## src/rtl/i2c_wo_pkg.sv

```systemverilog
package i2c_wo_pkg;

   typedef enum logic [2:0] {
      ST_IDLE     = 3'd0,
      ST_ADDR     = 3'd1,
      ST_ADDR_ACK = 3'd2,
      ST_DATA     = 3'd3,
      ST_DATA_ACK = 3'd4,
      ST_IGNORE   = 3'd5
   } wo_state_e;

   localparam int unsigned WO_BYTE_W = 8;

endpackage

```

## src/rtl/i2c_wo_sync.sv

```systemverilog
module i2c_wo_sync #(
   parameter int unsigned STAGES    = 2,
   parameter logic        RESET_VAL = 1'b1
) (
   input  logic clk,
   input  logic rst_n,
   input  logic d_i,
   output logic q_o
);

   if (STAGES < 2) begin : g_bad_stages
      $error("i2c_wo_sync: STAGES must be at least 2");
   end

   logic [STAGES-1:0] chain;

   for (genvar i = 0; i < STAGES; i++) begin : g_stage
      if (i == 0) begin : g_first
         always_ff @(posedge clk or negedge rst_n) begin
            if (!rst_n) chain[0] <= RESET_VAL;
            else        chain[0] <= d_i;
         end
      end else begin : g_next
         always_ff @(posedge clk or negedge rst_n) begin
            if (!rst_n) chain[i] <= RESET_VAL;
            else        chain[i] <= chain[i-1];
         end
      end
   end

   assign q_o = chain[STAGES-1];

endmodule

```

## src/rtl/i2c_wo_cond.sv

```systemverilog
module i2c_wo_cond (
   input  logic clk,
   input  logic rst_n,
   input  logic scl_s_i,
   input  logic sda_s_i,
   output logic scl_rise_o,
   output logic scl_fall_o,
   output logic start_o,
   output logic stop_o
);

   logic scl_q;
   logic sda_q;

   always_ff @(posedge clk or negedge rst_n) begin
      if (!rst_n) begin
         scl_q <= 1'b1;
         sda_q <= 1'b1;
      end else begin
         scl_q <= scl_s_i;
         sda_q <= sda_s_i;
      end
   end

   logic scl_held_high;
   assign scl_held_high = scl_s_i & scl_q;

   assign scl_rise_o = scl_s_i & ~scl_q;
   assign scl_fall_o = ~scl_s_i & scl_q;
   assign start_o    = scl_held_high & sda_q & ~sda_s_i;
   assign stop_o     = scl_held_high & ~sda_q & sda_s_i;

endmodule

```

## src/rtl/i2c_wo_addr_match.sv

```systemverilog
module i2c_wo_addr_match #(
   parameter int unsigned         BYTE_W      = 8,
   parameter logic [BYTE_W-3:0]   ADDR_PREFIX = 6'b011100
) (
   input  logic [BYTE_W-1:0] byte_i,
   input  logic              sel_i,
   output logic              hit_o
);

   if (BYTE_W < 3) begin : g_bad_width
      $error("i2c_wo_addr_match: BYTE_W must be at least 3");
   end

   localparam int unsigned ADDR_W = BYTE_W - 1;

   logic [ADDR_W-1:0] own_addr;
   logic              is_write;

   assign own_addr = {ADDR_PREFIX, sel_i};
   assign is_write = ~byte_i[0];
   assign hit_o    = is_write & (byte_i[BYTE_W-1:1] == own_addr);

endmodule

```

## src/rtl/i2c_wo_target.sv

```systemverilog
module i2c_wo_target #(
   parameter int unsigned               SYNC_STAGES = 2,
   parameter int unsigned               SUB_W       = 3,
   parameter bit                        SUB_REG     = 1'b0,
   parameter logic [i2c_wo_pkg::WO_BYTE_W-3:0] ADDR_PREFIX = 6'b011100
) (
   input  logic             clk,
   input  logic             rst_n,
   input  logic             scl_i,
   input  logic             sda_i,
   output logic             sda_oe_o,
   input  logic             sa0_i,
   input  logic [SUB_W-1:0] strap_sub_i,
   output logic [SUB_W-1:0] subaddr_o,
   output logic [i2c_wo_pkg::WO_BYTE_W-1:0] rx_data_o,
   output logic             rx_valid_o
);
   import i2c_wo_pkg::*;

   localparam int unsigned BYTE_W = WO_BYTE_W;
   localparam int unsigned CNT_W  = $clog2(BYTE_W + 1);
   localparam logic [CNT_W-1:0] LAST_BIT = CNT_W'(BYTE_W);

   if (SUB_W < 1) begin : g_bad_sub
      $error("i2c_wo_target: SUB_W must be at least 1");
   end

   // line synchronisers
   logic scl_s;
   logic sda_s;

   i2c_wo_sync #(.STAGES(SYNC_STAGES), .RESET_VAL(1'b1)) u_sync_scl (
      .clk(clk), .rst_n(rst_n), .d_i(scl_i), .q_o(scl_s)
   );
   i2c_wo_sync #(.STAGES(SYNC_STAGES), .RESET_VAL(1'b1)) u_sync_sda (
      .clk(clk), .rst_n(rst_n), .d_i(sda_i), .q_o(sda_s)
   );

   // bus events
   logic scl_rise_ev;
   logic scl_fall_ev;
   logic start_ev;
   logic stop_ev;

   i2c_wo_cond u_cond (
      .clk       (clk),
      .rst_n     (rst_n),
      .scl_s_i   (scl_s),
      .sda_s_i   (sda_s),
      .scl_rise_o(scl_rise_ev),
      .scl_fall_o(scl_fall_ev),
      .start_o   (start_ev),
      .stop_o    (stop_ev)
   );

   // receive state
   wo_state_e          st;
   logic [CNT_W-1:0]   bit_cnt;
   logic [BYTE_W-1:0]  shreg;
   logic               addr_hit;
   logic               oe_q;
   logic               valid_q;
   logic [BYTE_W-1:0]  data_q;

   i2c_wo_addr_match #(.BYTE_W(BYTE_W), .ADDR_PREFIX(ADDR_PREFIX)) u_match (
      .byte_i(shreg),
      .sel_i (sa0_i),
      .hit_o (addr_hit)
   );

   logic receiving;
   logic byte_done;
   assign receiving = (st == ST_ADDR) || (st == ST_DATA);
   assign byte_done = scl_fall_ev && (bit_cnt == LAST_BIT);

   always_ff @(posedge clk or negedge rst_n) begin
      if (!rst_n) begin
         st      <= ST_IDLE;
         bit_cnt <= '0;
         shreg   <= '0;
         oe_q    <= 1'b0;
         valid_q <= 1'b0;
         data_q  <= '0;
      end else begin
         valid_q <= 1'b0;
         if (stop_ev) begin
            st      <= ST_IDLE;
            oe_q    <= 1'b0;
            bit_cnt <= '0;
         end else if (start_ev) begin
            st      <= ST_ADDR;
            oe_q    <= 1'b0;
            bit_cnt <= '0;
         end else begin
            unique case (st)
               ST_ADDR, ST_DATA: begin
                  if (scl_rise_ev && (bit_cnt < LAST_BIT)) begin
                     shreg   <= {shreg[BYTE_W-2:0], sda_s};
                     bit_cnt <= bit_cnt + 1'b1;
                  end else if (byte_done) begin
                     bit_cnt <= '0;
                     if (st == ST_ADDR) begin
                        if (addr_hit) begin
                           st   <= ST_ADDR_ACK;
                           oe_q <= 1'b1;
                        end else begin
                           st   <= ST_IGNORE;
                        end
                     end else begin
                        st      <= ST_DATA_ACK;
                        oe_q    <= 1'b1;
                        data_q  <= shreg;
                        valid_q <= 1'b1;
                     end
                  end
               end
               ST_ADDR_ACK, ST_DATA_ACK: begin
                  if (scl_fall_ev) begin
                     st   <= ST_DATA;
                     oe_q <= 1'b0;
                  end
               end
               ST_IGNORE, ST_IDLE: begin
                  st <= st;
               end
               default: begin
                  st   <= ST_IDLE;
                  oe_q <= 1'b0;
               end
            endcase
         end
      end
   end

   logic unused_recv;
   assign unused_recv = receiving;

   assign sda_oe_o   = oe_q;
   assign rx_valid_o = valid_q;
   assign rx_data_o  = data_q;

   // subaddress straps
   if (SUB_REG) begin : g_sub_reg
      logic [SUB_W-1:0] sub_q;
      always_ff @(posedge clk or negedge rst_n) begin
         if (!rst_n) sub_q <= '0;
         else        sub_q <= strap_sub_i;
      end
      assign subaddr_o = sub_q;
   end else begin : g_sub_wire
      assign subaddr_o = strap_sub_i;
   end

endmodule

```

## config.mk

```make
export PLATFORM = sky130hd
export DESIGN_NAME = i2c_wo_target
export DESIGN_NICKNAME = d
export VERILOG_FILES = /design/src/rtl/i2c_wo_pkg.sv /design/src/rtl/i2c_wo_sync.sv /design/src/rtl/i2c_wo_cond.sv /design/src/rtl/i2c_wo_addr_match.sv /design/src/rtl/i2c_wo_target.sv
export SDC_FILE = /design/constraint.sdc
export NUM_CORES = 1
export LEC_CHECK = 0
export BUFFER_PORTS_ARGS = -buffer_cell sky130_fd_sc_hd__buf_4
export CAP_MARGIN = 30
export CORE_MARGIN = 4
export CORE_UTILIZATION = 59
export CTS_CLUSTER_DIAMETER = 60
export CTS_CLUSTER_SIZE = 16
export DETAILED_ROUTE_END_ITERATION = 10
export PLACE_DENSITY = 0.82
export SLEW_MARGIN = 20
export SYNTH_ARGS = -nofsm -noshare
export SYNTH_HDL_FRONTEND = slang
export SYNTH_SLANG_ARGS = --single-unit
```

## constraint.sdc

```tcl
create_clock -name clk -period 2.7 [get_ports clk]
set_input_delay 0.405 -clock clk [delete_from_list [all_inputs] [get_ports clk]]
set_output_delay 0.405 -clock clk [all_outputs]
set_load 0.1 [all_outputs]
```

# --- Yosys cells after proc, flatten, opt, wreduce, memory -nomap -nowiden ---
# Index checks and enable logic that the tools add are counted.
word_totals:
  regBits: 31
  latch_bits: 0
  ramBits: 0
  rom_bits: 0
  input_bits: 8
  output_inout_bits: 13
  word_cells: 83
  mem_count: 0
classes:
  addsub: 1
  multipliers: 0
  div: 0
  n_lt_le_gt_ge: 1
  eq_ne: 12
  shift: 0
  n_mux: 27
  bitwise_logic: 17
  n_reduce_logical: 13
op_table:
  columns: ["cell", "n"]
  rows:
  - ["2-to-1 mux 3 bit", 7]
  - ["2-to-1 mux 4 bit", 5]
  - ["2-to-1 mux 1 bit", 13]
  - ["inequality test 4 bit (second input constant)", 3]
  - ["inverter 1 bit", 9]
  - ["one-hot mux 3 bit (3 select lines)", 1]
  - ["AND 1 bit", 8]
  - ["AND reduction 4 bit", 2]
  - ["== test 7 x 6 -> 1 bit", 1]
  - ["== test 3 x 2 -> 1 bit (second input constant)", 2]
  - ["== test 3 bit (second input constant)", 2]
  - ["AND reduction 6 bit", 1]
  - ["OR reduction 2 bit", 3]
  - ["inequality test 5 bit (second input constant)", 1]
  - ["AND reduction 5 bit", 1]
  - ["adder 4 x 1 -> 4 bit (second input constant)", 1]
  - ["== test 4 bit (second input constant)", 1]
  - ["< comparator 4 bit (second input constant)", 1]
  - ["nonzero test 4 bit", 1]
  - ["== test 3 x 1 -> 1 bit (second input constant)", 1]
  - ["logical NOT 3 bit", 1]
  - ["inequality test 3 bit (second input constant)", 1]
  - ["one-hot mux 1 bit (3 select lines)", 1]
  - ["nonzero test 3 bit", 1]
  - ["2 further kinds", 3]

# --- Longest topological paths before layout ---
# Gate-level depths: netlist of run 1.
logic_depth:
  depth_word: 9
  mapped_depth: 7
  ltp_nobuf: 6

# --- Cells and area by module ---
# A second synthesis of run 1 with hierarchy kept.
hier_totals:
  cells_unflattened: 117
  hier_area_um2: 1456.4
by_module_without_submodules:
  columns: ["mod", "instances", "cells_per_inst", "area_per_inst_um2", "seq_area_each_um2"]
  rows:
  - ["i2c_wo_target", 1, 103, 1239.9, 625.6]
  - ["i2c_wo_sync", 2, 2, 52.6, 52.6]
  - ["i2c_wo_cond", 1, 6, 85.1, 52.6]
  - ["i2c_wo_addr_match", 1, 4, 26.3, 0.0]

# --- Least setup slack after synthesis of run 1 ---
# OpenSTA, ideal clock, no wires.
synth_timing:
  path_type: "register to register"
  start: "register bit_cnt[0]"
  end: "register data_q[0], in the netlist rx_data_o[0]"
  t_arrival_ns: 1.535
  required_time_ns: 2.575
  slack_ns: 1.040
  path_stages_with_launch: 8
  n_path_buf: 1
  synth_period_minus_slack_ns: 1.660
  cell_sequence: "dfrtp_1 inv_1 ha_1 and3b_2 nand4b_4 or2_1 buf_6 mux2_4"
synth_via:
  elab_chain_len: 4
  elab_cells_between_ends: 6
synth_lines:
  columns: ["element", "line", "source"]
  rows:
  - ["start, declared", "i2c_wo_target.sv:58", "logic [CNT_W-1:0] bit_cnt;"]
  - ["start signal, assigned", "i2c_wo_target.sv:99", "bit_cnt <= bit_cnt + 1'b1;"]
  - ["< comparator 4 bit", "i2c_wo_target.sv:97", "if (scl_rise_ev && (bit_cnt < LAST_BIT)) begin"]
  - ["logical AND 1 bit", "i2c_wo_target.sv:97", null]
  - ["inverter 1 bit (no source line)", null, null]
  - ["AND reduction 6 bit (no source line) (*)", null, null]
  - ["end signal, assigned", "i2c_wo_target.sv:112", "data_q <= shreg;"]
  - ["end, declared", "i2c_wo_target.sv:63", "logic [BYTE_W-1:0] data_q;"]
# Every way passes the cells marked *; elsewhere a longest branch is shown, timed or not.
# A chain may end at the register's enable or synchronous reset.

# --- Worst setup path after layout of run 1 ---
layout_timing:
  start: "register u_sync_scl.chain[1], in the netlist u_sync_scl.q_o"
  end: "register bit_cnt[0]"
layout_via:
  elab_chain_len: 6
  elab_cells_between_ends: 17
layout_lines:
  columns: ["element", "line", "source"]
  rows:
  - ["start, declared", "i2c_wo_sync.sv:15", "logic [STAGES-1:0] chain;"]
  - ["start signal, assigned by index", "i2c_wo_sync.sv:26", "else chain[i] <= chain[i-1];"]
  - ["AND 1 bit", "i2c_wo_cond.sv:28", "assign scl_rise_o = scl_s_i & ~scl_q;"]
  - ["logical AND 1 bit", "i2c_wo_target.sv:97", null]
  - ["2-to-1 mux 4 bit", "i2c_wo_target.sv:97", null]
  - ["2-to-1 mux 4 bit", "i2c_wo_target.sv:95", "unique case (st)"]
  - ["2-to-1 mux 4 bit", "i2c_wo_target.sv:90", "end else if (start_ev) begin"]
  - ["2-to-1 mux 4 bit", "i2c_wo_target.sv:86", "if (stop_ev) begin"]
# Several ways; a longest one is shown, not always the timed one. The select of a mux whose other input is x is not followed.

==> metrics.yaml, run 1 <==
timing:
  period_needed_ps: 2040
  rsz0062_at_grt: "no"
  skew_ps: 7.09
  hold_viol_final: 0
  maxSlewViolCount: 0
  period_share_pct: 75.6
  relSlewSlack_pct: 65.5
  max_freq_mhz: 490
  hold_slack_ps: 185
  setup_tns_ps: 0
  setup_viol: 0
  fin_ws_ps: 658
  tightest_slew_ps: 517
route:
  drc: 0
  first_pass_iters: 4
  drtAntennaViolNets: 0
  drt_iter0_markers: 20
  routedWlPerCell_microns: 16.1
  via_per_inst: 5.55
  wirelength_microns: 2440
  via_count: 844
die:
  start_util_pct: 63.2
  dieArea_sq_um: 3290
  ios: 21
  core_sq_um: 2280
  die_w_microns: 57.4
  row_count: 17
  die_y_microns: 57.4
yosys:
  synth_area_leaders: "dfrtp_1 (44%), dfstp_2 (11%), mux2_4 (8.4%)"
  synth-simple-area-share_pct: 13.7
  syn_nets: 117
  yosysTopAreaCellShare_pct: 43.5
  synth_top_family_by_area: "multiplexers"
  syn-cell-area_sq_um: 1440
  synth_xor_area_share_pct: 2.44
  synth_compound_area_share_pct: 4.61
  avgSynthCellArea_sq_um: 13.4
  synth_edf_count: 0
  synthAdderAreaFrac_pct: 2.44
  synth-warning-count: 0
  synthFlopType: "dfrtp_1"
  ys_seq_area_share_pct: 54.5
  ys_seq_elements: 31
  muxShareOfSynthArea_pct: 16.9
  yosysTopAreaCell: "dfrtp_1"
  async_reset_ff_share_pct: 100
  synth_cell_types: 38
  yosys-top-cells-count: "dfrtp_1 (25), mux2_2 (10), mux2_4 (8), inv_1 (7), dfstp_2 (6)"
  synth.most_common_cell: "dfrtp_1"
  synthCells: 107
global_route:
  overflow: 0
  grt_max_degree: 32
  grt_pass1_wl_microns: 4330
  grt_usage_pct: 18.0
  antenna_found_initial: 0
  grt_pass1_vias: 887
critical_path:
  cp.buffers_inverters: 0
  required_ps: 2910
  reg2reg_to: "bit_cnt[0]$_DFFE_PN0P_"
  reg2reg_depth: 4
  cpPeakStageDelay_ps: 600
  crit_arrival_ps: 2250
  r2r_start: "u_sync_scl.q_o$_DFF_PN1_"
  worstSetupPathType: "flip-flop to flip-flop"
  cp_slowest_cell: "dfstp_2"
  worst_setup_path_start_kind: "flip-flop"
  cp_cell_sequence: "nor3b_1 -> nand2_1 -> and3_2 -> mux2_2"
  cp_max_fo: 11
  critical_path.startpoint: "u_sync_scl.q_o$_DFF_PN1_"
  worstSetupEndpointType: "flip-flop"
  cp_top_family: "simple AND/OR/NAND/NOR gates"
  r2r_slack_ps: 660
outcome:
  outcome: "finished clean"
worst_hold_path:
  min_path_type: "input port to flip-flop"
  whs_endpoint: "u_sync_sda.chain[0]$_DFF_PN1_"
  hold_start: "sda_i"
  hold_depth: 1
clock_tree:
  clk_latency_ps: 320
  clock_sink_count: 31
  clkTransAtPathRegs_ps: 90
  cts_buffers: 5
  root_buffer: "clkbuf_4"
  clk_path_buf_depth: 2
  htreeDepth: 2
  cts_tree: "yes"
final_layout:
  nNetsFinal: 133
  drive_gt1_share_pct: 40.3
  post-route-util_pct: 70.5
  area_delta_synth_final_pct: 11.6
  antenna_cells: 0
power:
  p_per_area_nw_per_um2: 800
  peakVddDrop_v: 0.000586
  p_leak_nw: 0.808
placement:
  post-dp-hpwl_microns: 1790
  io_buffers: 14
  place_ws_ps: 654
  gp_congestion: 0.844
flow_run:
  maxCapViolCount: 0
layer usage:
layer	routed length (microns)	GRT usage, %	vias to the layer above
li1	-	-	405
met1	1100	22.6	410
met2	1160	27.6	22
met3	120	5.66	7
met4	59	9.60	0
met5	0	0	-
state kept, by name, indices dropped and copies added, names as in the netlist, 3 cells and up:
register,cells
st,3
shreg,8
bit_cnt,4
rx_data_o,8
worst register-to-register path: stages, from the launching register on:
cell	delay, ps
dfstp_2	600
nor3b_1	360
nand2_1	350
and3_2	350
mux2_2	270
cell type report:
cell class                      instances  area (sq um)
Clock buffer                            8          68.8
Fill cell                             163           672
Inverter                                7          26.3
Multi-Input combinational cell         63           576
Sequential cell                        31           783
Tap cell                               28          35.0
Timing Repair Buffer                   15           115
layout by cell type, fill, tap and decap left out, drive strengths merged:
cell type	netlist	routed
dfrtp	25	25
mux2	18	18
buf	5	14
clkbuf	1	8
inv	7	7
dfstp	6	6
nand3	5	5
nand2	3	3
nand4	3	3
nor2	3	3
xor2	2	2
nor3b	2	2
o21ai	2	2
xnor2	2	2
a31oi	2	2
ha	2	2
and3b	2	2
nor2b	2	2
nand4b	2	2
or2	1	1
and3	1	1
nor4b	1	1
or3b	1	1
nand2b	1	1
maj3	1	1
o211a	1	1
o211ai	1	1
mux2i	1	1
a22o	1	1
or3	1	1
o32ai	1	1
a2bb2oi	1	1
dlygate4sd3	0	1
per-stage QoR:
stage / power (mW) / instance area [sq um] / std cells
6_report: 1.28 / 1600 / 152
5_1_grt: 1.38 / 1600 / 152
4_1_cts: 1.30 / 1600 / 152
3_5_place_dp: 0.993 / 1530 / 143
3_3_place_gp: 0.968 / 1530 / 143
2_1_floorplan: 0.933 / 1440 / 107
report_power, final:
part / leakage [nW] / internal, mW / total (mW) / switching [mW]
clock: 0.0386 / 0.153 / 0.302 / 0.149
sequential: 0.402 / 0.547 / 0.653 / 0.106
combinational: 0.368 / 0.165 / 0.328 / 0.163
total: 0.808 / 0.865 / 1.28 / 0.418
logic make-up (layout without fill, tap and decap cells):
kind of cell / Yosys count / in the layout
muxes: 19 / 19
adders and majority gates: 3 / 3
xor gates and xnor gates: 4 / 4
and+or+nand+nor: 28 / 28
DFF: 31 / 31
buffers and inverters: 13 / 30
AOI/OAI and AO/OA: 9 / 9
what timing repair did:
action,4_1_cts,5_1_grt
endpoints found under the hold margin,25,0
hold buffers,1,0
buffers inserted,0,0
endpoints found under the setup margin,0,0
resized for setup,0,0
how the worst max path moves through the flow:
stage | depth (start not counted) | endpoint | slack, ps
2_1_floorplan | 7 | rx_data_o[0]$_DFFE_PN0P_ | 1040
3_3_place_gp | 4 | bit_cnt[0]$_DFFE_PN0P_ | 730
3_5_place_dp | 4 | bit_cnt[0]$_DFFE_PN0P_ | 650
4_1_cts | 4 | bit_cnt[0]$_DFFE_PN0P_ | 640
5_1_grt | 4 | bit_cnt[0]$_DFFE_PN0P_ | 520
6_report | 4 | bit_cnt[0]$_DFFE_PN0P_ | 660
(Power assumes the default switching activity.)
==> run 2, diff against run 1 <==
Settings changed: CORE_ASPECT_RATIO set to 0.5, CORE_UTILIZATION 59 to 50, PLACE_DENSITY 0.82 to 0.74.
Clock period 2.7 ns to 1.7 ns, I/O delays scaled along.
==> run 2 against run 1 <==
Clock skew fell by 0.80 ps. First-iteration DRC count increased to 4.0 times the previous value. Sequential power increased by 53%. Power is 79% higher. Global-route usage shrank 2.4 points. Sequential cell count is the same.
==> metrics.yaml, run 2 (synthesized netlist as in run 1, its figures left out) <==
final_layout:
  multi_input_area_sq_um: 592  # +2.8%
  nNetsFinal: 145  # +9.0%
  n_fill_cell: 196  # +20%
  drive_gt1_share_pct: 47.1  # +6.7 points
  stdcell_count: 173  # +14%
  mostFrequentLayoutCells: "dfrtp_1 (25), buf_4 (25), mux2_2 (10)"
  antenna_cells: 0  # unchanged
  seq_area_sq_um: 783  # unchanged
  area_delta_synth_final_pct: 21.4
flow_run:
  maxCapViolCount: 0  # unchanged
placement:
  dp_cells: 163  # +14%
  post-dp-hpwl_microns: 1790  # +0.52%
  io_buffers: 14  # unchanged
  gp_congestion: 0.825  # -2.3%
  place_ws_ps: -28.4  # -682 ps
timing:
  rsz0062_at_grt: "yes"
  period_needed_ps: 1640  # -402 ps
  setup_viol: 0  # unchanged
  relSlewSlack_pct: 75.4  # +9.9 points
  skew_ps: 6.29  # -0.804 ps
  maxSlewViolCount: 0  # unchanged
  hold_slack_ps: 81.4  # -103 ps
  tightest_slew_ps: 364  # -153 ps
  hold_viol_final: 0  # unchanged
  fin_ws_ps: 59.7  # -598 ps
  period_share_pct: 96.5  # +21 points
  max_freq_mhz: 610  # +24%
  setup_tns_ps: 0  # unchanged
global_route:
  grt_pass1_vias: 906  # +2.1%
  grt_max_degree: 32  # unchanged
  overflow: 0  # unchanged
  grt_usage_pct: 15.5  # -2.4 points
  antenna_found_initial: 0  # unchanged
  grt_pass1_wl_microns: 4350  # +0.46%
critical_path:
  worst_setup_path_start_kind: "flip-flop"
  worstSetupPathType: "flip-flop to flip-flop"
  worstSetupEndpointType: "flip-flop"
  critical_path.startpoint: "bit_cnt[0]$_DFFE_PN0P_"
  cp_max_fo: 4  # -7
  r2r_start: "bit_cnt[0]$_DFFE_PN0P_"
  required_ps: 1900  # -1010 ps
  crit_arrival_ps: 1840  # -410 ps
outcome:
  outcome: "finished clean"
route:
  drtAntennaViolNets: 0  # unchanged
  routedWlPerCell_microns: 15.2  # -5.1%
  drt_iter0_markers: 79  # +300%
  first_pass_iters: 4  # unchanged
  via_count: 928  # +10%
  via_per_inst: 5.36  # -3.4%
  wirelength_microns: 2640  # +8.0%
  drc: 0  # unchanged
power:
  p_total_mw: 2.30  # +79%
  peakVddDrop_v: 0.000820  # +40%
  p_leak_nw: 0.881  # +9.1%
  p_per_area_nw_per_um2: 1320  # +65%
die:
  dieArea_sq_um: 3850  # +17%
  row_count: 13  # -4
  ios: 21  # unchanged
  core_sq_um: 2670  # +17%
  start_util_pct: 53.9  # -9.3 points
  die_y_microns: 45.9  # -20%
  die_w_microns: 83.8  # +46%
worst_hold_path:
  min_path_type: "input port to flip-flop"
  hold_start: "sda_i"
clock_tree:
  clkTransAtPathRegs_ps: 70  # -20 ps
  cts_buffers: 5  # unchanged
  htreeDepth: 2  # unchanged
  clk_latency_ps: 280  # -40 ps
  clock_sink_count: 31  # unchanged
  root_buffer: "clkbuf_8"
  cts_tree: "yes"
  clk_path_buf_depth: 2  # unchanged
-- run 2: changes by cell type in the layout (fill, tap and decap cells not counted) --
cell / change
nor3b_2: +1
or2_1: -1
clkbuf_4: -5
buf_4: +11
nor3b_1: -1
clkbuf_8: +5
or2_4: +2
-- run 2: layout make-up --
| cell class | count | share of cell area, % |
|---|---|---|
| Inverter | 7 | 1.51 |
| Tap cell | 37 | 2.65 |
| Timing Repair Buffer | 26 | 11.3 |
| Multi-Input combinational cell | 64 | 33.9 |
| Clock buffer | 8 | 5.73 |
| Sequential cell | 31 | 44.9 |
-- run 2: worst max-delay path, stage by stage, from the launching register on --
cell	delay, ps
dfrtp_1	370
inv_1	60
ha_1	130
and3b_2	210
nand4b_4	120
buf_4	170
or3_1	350
a31oi_1	150
-- run 2: per-layer routing --
metal / track usage, % / part of all wire [%] / vias to the layer above
met1: 20.1 / 50 / 471
met4: 6.73 / 1.5 / 0
li1: - / - / 434
met2: 24.2 / 45 / 17
met5: 0 / 0 / -
met3: 5.42 / 4.1 / 6
-- run 2: repair_timing --
| item | 4_1_cts | 5_1_grt |
|---|---|---|
| pin swaps | 1 | 2 |
| endpoints found under the setup margin | 9 | 14 |
| gates resized for setup | 2 | 1 |
| cloned | 0 | 1 |
| hold buffers | 1 | 0 |
| buffers inserted | 1 | 0 |
| endpoints found under the hold margin | 25 | 0 |
-- run 2: report_power, final --
group | internal [mW] | leakage [nW] | switching [mW]
clock network | 0.369 | 0.0515 | 0.262
logic | 0.342 | 0.428 | 0.328
registers | 0.871 | 0.402 | 0.125
-- run 2: final timing paths --
check	slack (ps)	end	cells past startpoint
max reg2reg	60	st[1]$_DFFE_PN0P_	7
min	80	u_sync_sda.chain[0]$_DFF_PN1_	1
max	60	st[1]$_DFFE_PN0P_	7
min in group asynchronous	440	rx_data_o[7]$_DFFE_PN0P_	2
max in group asynchronous	940	u_sync_sda.chain[0]$_DFF_PN1_	2
min reg2reg	360	u_sync_sda.q_o$_DFF_PN1_	0
-- run 2: stage by stage --
stage               area [sq um]  util (%)
finish                      1750      65.4
global route                1750      65.4
CTS                         1760      65.9
detailed placement          1630      61.2
global placement            1630      61.2
floorplan                   1440         -
